==> config.mk <==
export PLATFORM = sky130hd
export DESIGN_NAME = osc_wait_timer
export DESIGN_NICKNAME = d
export VERILOG_FILES = /design/src/rtl/osc_tmr_pkg.sv /design/src/rtl/osc_tmr_counter.sv /design/src/rtl/osc_tmr_edge.sv /design/src/rtl/osc_tmr_regs.sv /design/src/rtl/osc_wait_timer.sv
export SDC_FILE = /design/constraint.sdc
export NUM_CORES = 1
export LEC_CHECK = 0
export BUFFER_PORTS_ARGS = -buffer_cell sky130_fd_sc_hd__buf_4
export CAP_MARGIN = 5
export CELL_PAD_IN_SITES_DETAIL_PLACEMENT = 2
export CELL_PAD_IN_SITES_GLOBAL_PLACEMENT = 2
export CORE_MARGIN = 4
export CORE_UTILIZATION = 32
export DETAILED_ROUTE_END_ITERATION = 12
export PLACE_DENSITY = 0.81
export SYNTH_ARGS = -nofsm -noshare
export SYNTH_HDL_FRONTEND = slang
export SYNTH_SLANG_ARGS = --single-unit
export TNS_END_PERCENT = 30
==> constraint.sdc <==
create_clock -name clk -period 4.5 [get_ports clk]
set_clock_uncertainty 0.15 [all_clocks]
set_input_delay 0.45 -clock clk [delete_from_list [all_inputs] [get_ports clk]]
set_output_delay 0.45 -clock clk [all_outputs]
set_load 0.02 [all_outputs]
==> src/rtl/osc_tmr_pkg.sv <==
package osc_tmr_pkg;

  localparam int REG_W    = 16;
  localparam int FLAG_BIT = 15;
  localparam int IE_BIT   = 14;
  localparam int EN_BIT   = 13;
  localparam int SEL_LO   = 1;
  localparam int SEL_HI   = 2;
  localparam int CLR_BIT  = 0;
  localparam int NUM_TAPS = 3;
  localparam int IDX_W    = $clog2(NUM_TAPS);

  typedef enum logic [1:0] {
    SEL_TAP_A     = 2'b00,
    SEL_TAP_B     = 2'b01,
    SEL_TAP_C     = 2'b10,
    SEL_TAP_C_ALT = 2'b11
  } tap_sel_e;

  // Map the software select code onto a tap index
  function automatic logic [IDX_W-1:0] tap_index(input tap_sel_e s);
    logic [IDX_W-1:0] idx;
    case (s)
      SEL_TAP_A: idx = IDX_W'(0);
      SEL_TAP_B: idx = IDX_W'(1);
      default:   idx = IDX_W'(2);
    endcase
    return idx;
  endfunction

endpackage

==> src/rtl/osc_tmr_counter.sv <==
module osc_tmr_counter #(
  parameter int CNT_W = 32
) (
  input  logic             clk,
  input  logic             rst_n,
  input  logic             clr_stb,
  output logic [CNT_W-1:0] count
);

  localparam logic [CNT_W-1:0] ONE = CNT_W'(1);

  logic [CNT_W-1:0] cnt_q;
  logic [CNT_W-1:0] cnt_d;

  // Next state: a clear strobe overrides the increment
  always_comb begin
    if (clr_stb) begin
      cnt_d = '0;
    end else begin
      cnt_d = cnt_q + ONE;
    end
  end

  always_ff @(posedge clk or negedge rst_n) begin
    if (!rst_n) begin
      cnt_q <= '0;
    end else begin
      cnt_q <= cnt_d;
    end
  end

  assign count = cnt_q;

endmodule

==> src/rtl/osc_tmr_edge.sv <==
module osc_tmr_edge
  import osc_tmr_pkg::*;
#(
  parameter int N = NUM_TAPS
) (
  input  logic             clk,
  input  logic             rst_n,
  input  logic [N-1:0]     taps,
  input  logic [IDX_W-1:0] sel_idx,
  output logic             fall
);

  logic [N-1:0] prev_q;
  logic [N-1:0] prev_d;
  logic [N-1:0] tap_fall;

  // Every tap keeps its own history, so switching the select
  // compares the new tap only with its own previous value.
  genvar g;
  generate
    for (g = 0; g < N; g++) begin : g_tap
      assign prev_d[g]   = taps[g];
      assign tap_fall[g] = prev_q[g] & ~taps[g];
    end
  endgenerate

  always_ff @(posedge clk or negedge rst_n) begin
    if (!rst_n) begin
      prev_q <= '0;
    end else begin
      prev_q <= prev_d;
    end
  end

  always_comb begin
    fall = 1'b0;
    for (int i = 0; i < N; i++) begin
      if (sel_idx == IDX_W'(i)) begin
        fall = tap_fall[i];
      end
    end
  end

endmodule

==> src/rtl/osc_tmr_regs.sv <==
module osc_tmr_regs
  import osc_tmr_pkg::*;
(
  input  logic             clk,
  input  logic             rst_n,
  input  logic             wr_en,
  input  logic [REG_W-1:0] wr_data,
  input  logic             rd_rmw,
  input  logic             hw_set,
  output logic [REG_W-1:0] rd_data,
  output logic             irq,
  output logic [IDX_W-1:0] sel_idx,
  output logic             clr_stb
);

  logic     flag_q, flag_d;
  logic     ie_q, ie_d;
  logic     en_q, en_d;
  tap_sel_e sel_q, sel_d;
  logic     cfg_load;
  logic     flag_wclr;
  logic     unused_wr_bits;

  assign unused_wr_bits = ^wr_data[EN_BIT-1:SEL_HI+1];

  assign cfg_load  = wr_en;
  assign flag_wclr = wr_en & ~wr_data[FLAG_BIT];
  assign clr_stb   = wr_en & ~wr_data[CLR_BIT];

  // Flag: a hardware set beats a software clear
  always_comb begin
    flag_d = flag_q;
    if (hw_set) begin
      flag_d = 1'b1;
    end else if (flag_wclr) begin
      flag_d = 1'b0;
    end
  end

  always_comb begin
    ie_d  = ie_q;
    en_d  = en_q;
    sel_d = sel_q;
    if (cfg_load) begin
      ie_d  = wr_data[IE_BIT];
      en_d  = wr_data[EN_BIT];
      sel_d = tap_sel_e'(wr_data[SEL_HI:SEL_LO]);
    end
  end

  always_ff @(posedge clk or negedge rst_n) begin
    if (!rst_n) begin
      flag_q <= 1'b0;
      ie_q   <= 1'b0;
      en_q   <= 1'b0;
      sel_q  <= SEL_TAP_A;
    end else begin
      flag_q <= flag_d;
      ie_q   <= ie_d;
      en_q   <= en_d;
      sel_q  <= sel_d;
    end
  end

  always_comb begin
    rd_data                = '0;
    rd_data[FLAG_BIT]      = flag_q | rd_rmw;
    rd_data[IE_BIT]        = ie_q;
    rd_data[EN_BIT]        = en_q;
    rd_data[SEL_HI:SEL_LO] = sel_q;
    rd_data[CLR_BIT]       = 1'b1;
  end

  assign irq     = flag_q & ie_q;
  assign sel_idx = tap_index(sel_q);

endmodule

==> src/rtl/osc_wait_timer.sv <==
module osc_wait_timer
  import osc_tmr_pkg::*;
#(
  parameter int CNT_W = 32,
  parameter int TAP_A = 19,
  parameter int TAP_B = 23,
  parameter int TAP_C = 27
) (
  input  logic             clk,
  input  logic             rst_n,
  input  logic             wr_en,
  input  logic [15:0]      wr_data,
  input  logic             rd_rmw,
  output logic [15:0]      rd_data,
  output logic             irq,
  output logic [CNT_W-1:0] count
);

  localparam int TAP_POS [NUM_TAPS] = '{TAP_A, TAP_B, TAP_C};

  logic [NUM_TAPS-1:0] taps;
  logic [IDX_W-1:0]    sel_idx;
  logic                clr_stb;
  logic                tap_fall;

  genvar t;
  generate
    for (t = 0; t < NUM_TAPS; t++) begin : g_pick
      assign taps[t] = count[TAP_POS[t]];
    end
  endgenerate

  osc_tmr_counter #(.CNT_W(CNT_W)) u_cnt (
    .clk     (clk),
    .rst_n   (rst_n),
    .clr_stb (clr_stb),
    .count   (count)
  );

  osc_tmr_edge #(.N(NUM_TAPS)) u_edge (
    .clk     (clk),
    .rst_n   (rst_n),
    .taps    (taps),
    .sel_idx (sel_idx),
    .fall    (tap_fall)
  );

  osc_tmr_regs u_regs (
    .clk     (clk),
    .rst_n   (rst_n),
    .wr_en   (wr_en),
    .wr_data (wr_data),
    .rd_rmw  (rd_rmw),
    .hw_set  (tap_fall),
    .rd_data (rd_data),
    .irq     (irq),
    .sel_idx (sel_idx),
    .clr_stb (clr_stb)
  );

endmodule

==> results.md <==
- The run finished with clean final reports.
- The type of the worst min-delay path is primary input to flop.
- The area growth from synthesis to layout is 22.3%.
- The most frequently used flop master after synthesis is sky130_fd_sc_hd__dfrtp_1.
- The count of warnings emitted by yosys is 0.
- The worst-case register-to-register setup slack is 2.09 ns.
- The count of placed standard cells in the final layout, fillers left out is 340.
- The number of instances in the placed design is approximately 330.
- The transition time at the pin with the least slew margin is roughly 0.55 ns.
- The share of the cycle needed by the critical path after routing is 0.536.
- The number of antenna violations at the first check in global routing is 0.
- The maximum single-stage delay on the critical path is 0.56 ns.
- The power density over cell area is 322 mW/mm2.
- The maximum number of pins on one net before global-route repair is 41.
- The combined global-route utilization of all metal layers is 0.163.
- The routed design has 6100 um of wire.
- VDD sags by at most between 0.1 and 0.15 mV.
- The number of max-slew violations in the final report was 0.
- The routed layout has about 1.9k vias.
- The average via count per standard cell is 5.45.
- STA classifies the critical path startpoint as a flop.
- The number of buffers inserted during clock tree synthesis is 5.
- For this run the aggregate overflow at the end of global routing stands at 0.
- For this design the top-level I/O count stands at just under 70.
- The starting density of the core is 0.332.
- In this run the clock root is driven by a sky130_fd_sc_hd__clkbuf_8.
- The number of nets in the finished design is 283.
- The completed layout was analyzed and its total power is 0.835 mW.
- At the end of routability-driven placement, the weighted congestion stood at 0.754.
- The master of the slowest instance on the critical path is sky130_fd_sc_hd__or3_1.
- The clock transition time at the flip-flop clock pins of the worst setup and hold paths is 0.09 ns.
- Synthesis instantiated 40 different standard cells from the library.
- Setup violations remaining at the end of the flow were counted as 0.
- The die span in x is between 80 and 90 um.
- The mapped netlist covers 0.00212 mm2.
- Summed over all cells, the static leakage comes to around 1.1 nW.
- The aggregate negative setup slack is 0 ns.
- The floorplan has 29 rows.
- The final hold violation count is 0.
- The average cell area after synthesis is ~10 um2.
- The via count of the first global-routing pass is slightly above 2k.
- Yosys mapped a number of flops with a built-in enable equal to 0.
- Walking the worst path, the cells encountered are ha_1 > nand4_1 > or3_1 > or4_1 > a21oi_1.
- The longest clock path from root to sink contains 2 buffers.
- The worst path required time is between 4 and 5 ns.
- The detailed-route DRC error count is 0.
- The die covers 0.00800 mm2.
- The async set or reset register ratio after synthesis is 1.00.
- Across the run, the number of max-cap violations was 0.
- From bottom edge to top edge, the die measures 89.4 um.
- Clock latency on the worst-skew pair, taken at its later pin, is around 0.30 ns.
- The fraction of layout cells with a size suffix above 1 is 0.270.
- The detailed-route wire length per cell is roughly 18 um.
- TritonCTS built the clock tree.
- The worst pin sits at a relative slew slack of 0.630.
- Derived from the worst setup path, the maximum achievable clock frequency is 414 MHz.
- The number of storage elements in the synthesis netlist is 40.
- Data on the critical path arrives at its endpoint at 2.49 ns.
- The detail route stage leaves a number of antenna-violating nets equal to 0.
- After legalization and detailed placement, the total HPWL measured 4330 um.
- The repair_antennas step left the layout with diodes totalling 0.
- For this design, the sink count on the clock tree is 40.
- The sequential cell area fraction in the yosys report is 0.472.
- STA classifies the critical path endpoint as a flop.
- The number of buffers inserted by port buffering is 47.
- The class of the most critical setup path is flop to flop.
- Along the worst path, the maximum fanout reaches 7.
- The number of design-rule violations left by the first detailed-router iteration is 59.
- The region available for standard cell placement spans 0.00639 mm2.
- The post-synthesis cell count is 217.
- Setup repair after global routing left no endpoint under its margin.
- The filler cell count is 707.
- The deepest level of the CTS H-tree is 2.
- The worst path in the final design needs a cycle of 2.41 ns, including I/O delays and setup.
- The total iterations of the first detailed-routing run is 4.
- The first global-routing pass estimated 10100 um of wire.
-- final timing paths --
| check | depth (start not counted) | end | from |
|---|---|---|---|
| setup / recovery | 5 | u_cnt.count[28]$_DFF_PN0_ | u_cnt.count[0]$_DFF_PN0_ |
| hold / removal | 2 | u_regs.sel_q[1]$_DFFE_PN0P_ | wr_data[2] |
| setup reg to reg | 5 | u_cnt.count[28]$_DFF_PN0_ | u_cnt.count[0]$_DFF_PN0_ |
| hold reg to reg | 0 | u_edge.prev_q[1]$_DFF_PN0_ | u_cnt.count[23]$_DFF_PN0_ |
| max in group asynchronous | 2 | u_cnt.count[9]$_DFF_PN0_ | rst_n |
| min in group asynchronous | 2 | u_cnt.count[1]$_DFF_PN0_ | rst_n |
-- area by class of cell --
| type | instances | area [um2] | share of cell area |
|---|---|---|---|
| Multi-Input combinational cell | 160 | 983 | 0.379 |
| Tap cell | 77 | 96.3 | 0.0371 |
| Sequential cell | 40 | 1000 | 0.386 |
| Clock inverter | 2 | 38.8 | 0.0149 |
| Inverter | 6 | 22.5 | 0.00868 |
| Timing Repair Buffer | 49 | 370 | 0.143 |
| Clock buffer | 6 | 82.6 | 0.0318 |
-- state kept, by name, summed over array words and instances, names as in the netlist --
| signal | cells |
|---|---|
| u_cnt.count | 32 |
| u_regs.en_q | 1 |
| u_edge.prev_q | 3 |
| u_regs.sel_q | 2 |
| u_regs.ie_q | 1 |
| u_regs.flag_q | 1 |
-- placed cells by master (no fill, tap or decap), types with 3 or more instances in the layout --
master,netlist,routed
sky130_fd_sc_hd__or3_1,6,6
sky130_fd_sc_hd__nor2_1,16,15
sky130_fd_sc_hd__and4_1,3,3
sky130_fd_sc_hd__nand2_1,12,12
sky130_fd_sc_hd__nand2b_1,3,3
sky130_fd_sc_hd__o31ai_1,4,4
sky130_fd_sc_hd__a21oi_1,15,15
sky130_fd_sc_hd__conb_1,2,11
sky130_fd_sc_hd__nor4_1,6,6
sky130_fd_sc_hd__inv_1,6,6
sky130_fd_sc_hd__xor2_1,5,5
sky130_fd_sc_hd__nor3_1,3,3
sky130_fd_sc_hd__clkbuf_8,0,6
sky130_fd_sc_hd__dfrtp_1,40,40
sky130_fd_sc_hd__mux2_2,6,6
sky130_fd_sc_hd__o21ai_0,10,10
sky130_fd_sc_hd__or3_2,3,3
sky130_fd_sc_hd__nand4_1,9,9
sky130_fd_sc_hd__and3_1,3,3
sky130_fd_sc_hd__nand3_1,14,14
sky130_fd_sc_hd__or4_1,5,5
sky130_fd_sc_hd__buf_4,14,48
sky130_fd_sc_hd__xnor2_1,6,6
-- power by group --
part	switching (mW)	leakage, nW	internal [mW]
Combinational	0.0685	0.537	0.0449
Clock	0.133	0.0614	0.181
Sequential	0.0313	0.545	0.376
-- cells in the mapped netlist (4+ instances only) --
| cell type | number | area [um2] |
|---|---|---|
| sky130_fd_sc_hd__xor2_1 | 5 | 43.8 |
| sky130_fd_sc_hd__or4_1 | 5 | 37.5 |
| sky130_fd_sc_hd__nand2_1 | 12 | 45.0 |
| sky130_fd_sc_hd__xnor2_1 | 6 | 52.6 |
| sky130_fd_sc_hd__nand4_1 | 9 | 56.3 |
| sky130_fd_sc_hd__buf_4 | 14 | 105 |
| sky130_fd_sc_hd__o21ai_0 | 10 | 50.1 |
| sky130_fd_sc_hd__o31ai_1 | 4 | 30.0 |
| sky130_fd_sc_hd__dfrtp_1 | 40 | 1000 |
| sky130_fd_sc_hd__inv_1 | 6 | 22.5 |
| sky130_fd_sc_hd__nor4_1 | 6 | 37.5 |
| sky130_fd_sc_hd__or3_1 | 6 | 37.5 |
| sky130_fd_sc_hd__nand3_1 | 14 | 70.1 |
| sky130_fd_sc_hd__mux2_2 | 6 | 67.6 |
| sky130_fd_sc_hd__a21oi_1 | 15 | 75.1 |
| sky130_fd_sc_hd__nor2_1 | 16 | 60.1 |
-- kinds of logic after synthesis --
logic type	count (synthesis)	synth area share
muxes	6	0.0318
AOI/OAI and AO/OA	36	0.101
DFF	40	0.472
and+or+nand+nor	95	0.259
adders and majority gates	1	0.00590
xor gates and xnor gates	11	0.0454
other	2	0.00354
buffers and inverters	26	0.0820
-- stage by stage --
stage | instance area, um2 | util | hold slack [ns] | worst slack, ns
final | 2590 | 0.406 | 0.231 | 2.09
after detailed placement | 2460 | 0.386 | 0.319 | 2.13
after floorplan | 2160 | - | 0.00441 | 2.28
after global placement | 2460 | 0.386 | 0.313 | 2.19
after global routing | 2590 | 0.406 | 0.219 | 1.91
after CTS | 2590 | 0.406 | 0.220 | 2.09
-- worst max-delay path: cells and delay by family, from the launching register on --
kind / cells / cell delay (ns)
and+or+nand+nor: 3 / 1.29
AOI/OAI and AO/OA: 1 / 0.17
adders and majority gates: 1 / 0.28
DFF: 1 / 0.44
-- layer usage --
| metal | vias up | track usage | share of wire |
|---|---|---|---|
| met5 | - | 0 | 0 |
| met4 | 0 | 0.0487 | 0.011 |
| met3 | 5 | 0.0332 | 0.051 |
| met2 | 43 | 0.292 | 0.51 |
| met1 | 952 | 0.197 | 0.42 |
| li1 | 853 | - | - |
-- timing repair --
action / CTS / global route
hold buffers: 1 / 0
hold endpoints to repair: 33 / 0
resized for setup: 0 / 0
setup buffers: 0 / 0
No activity file was read; power rests on OpenSTA's default activity.
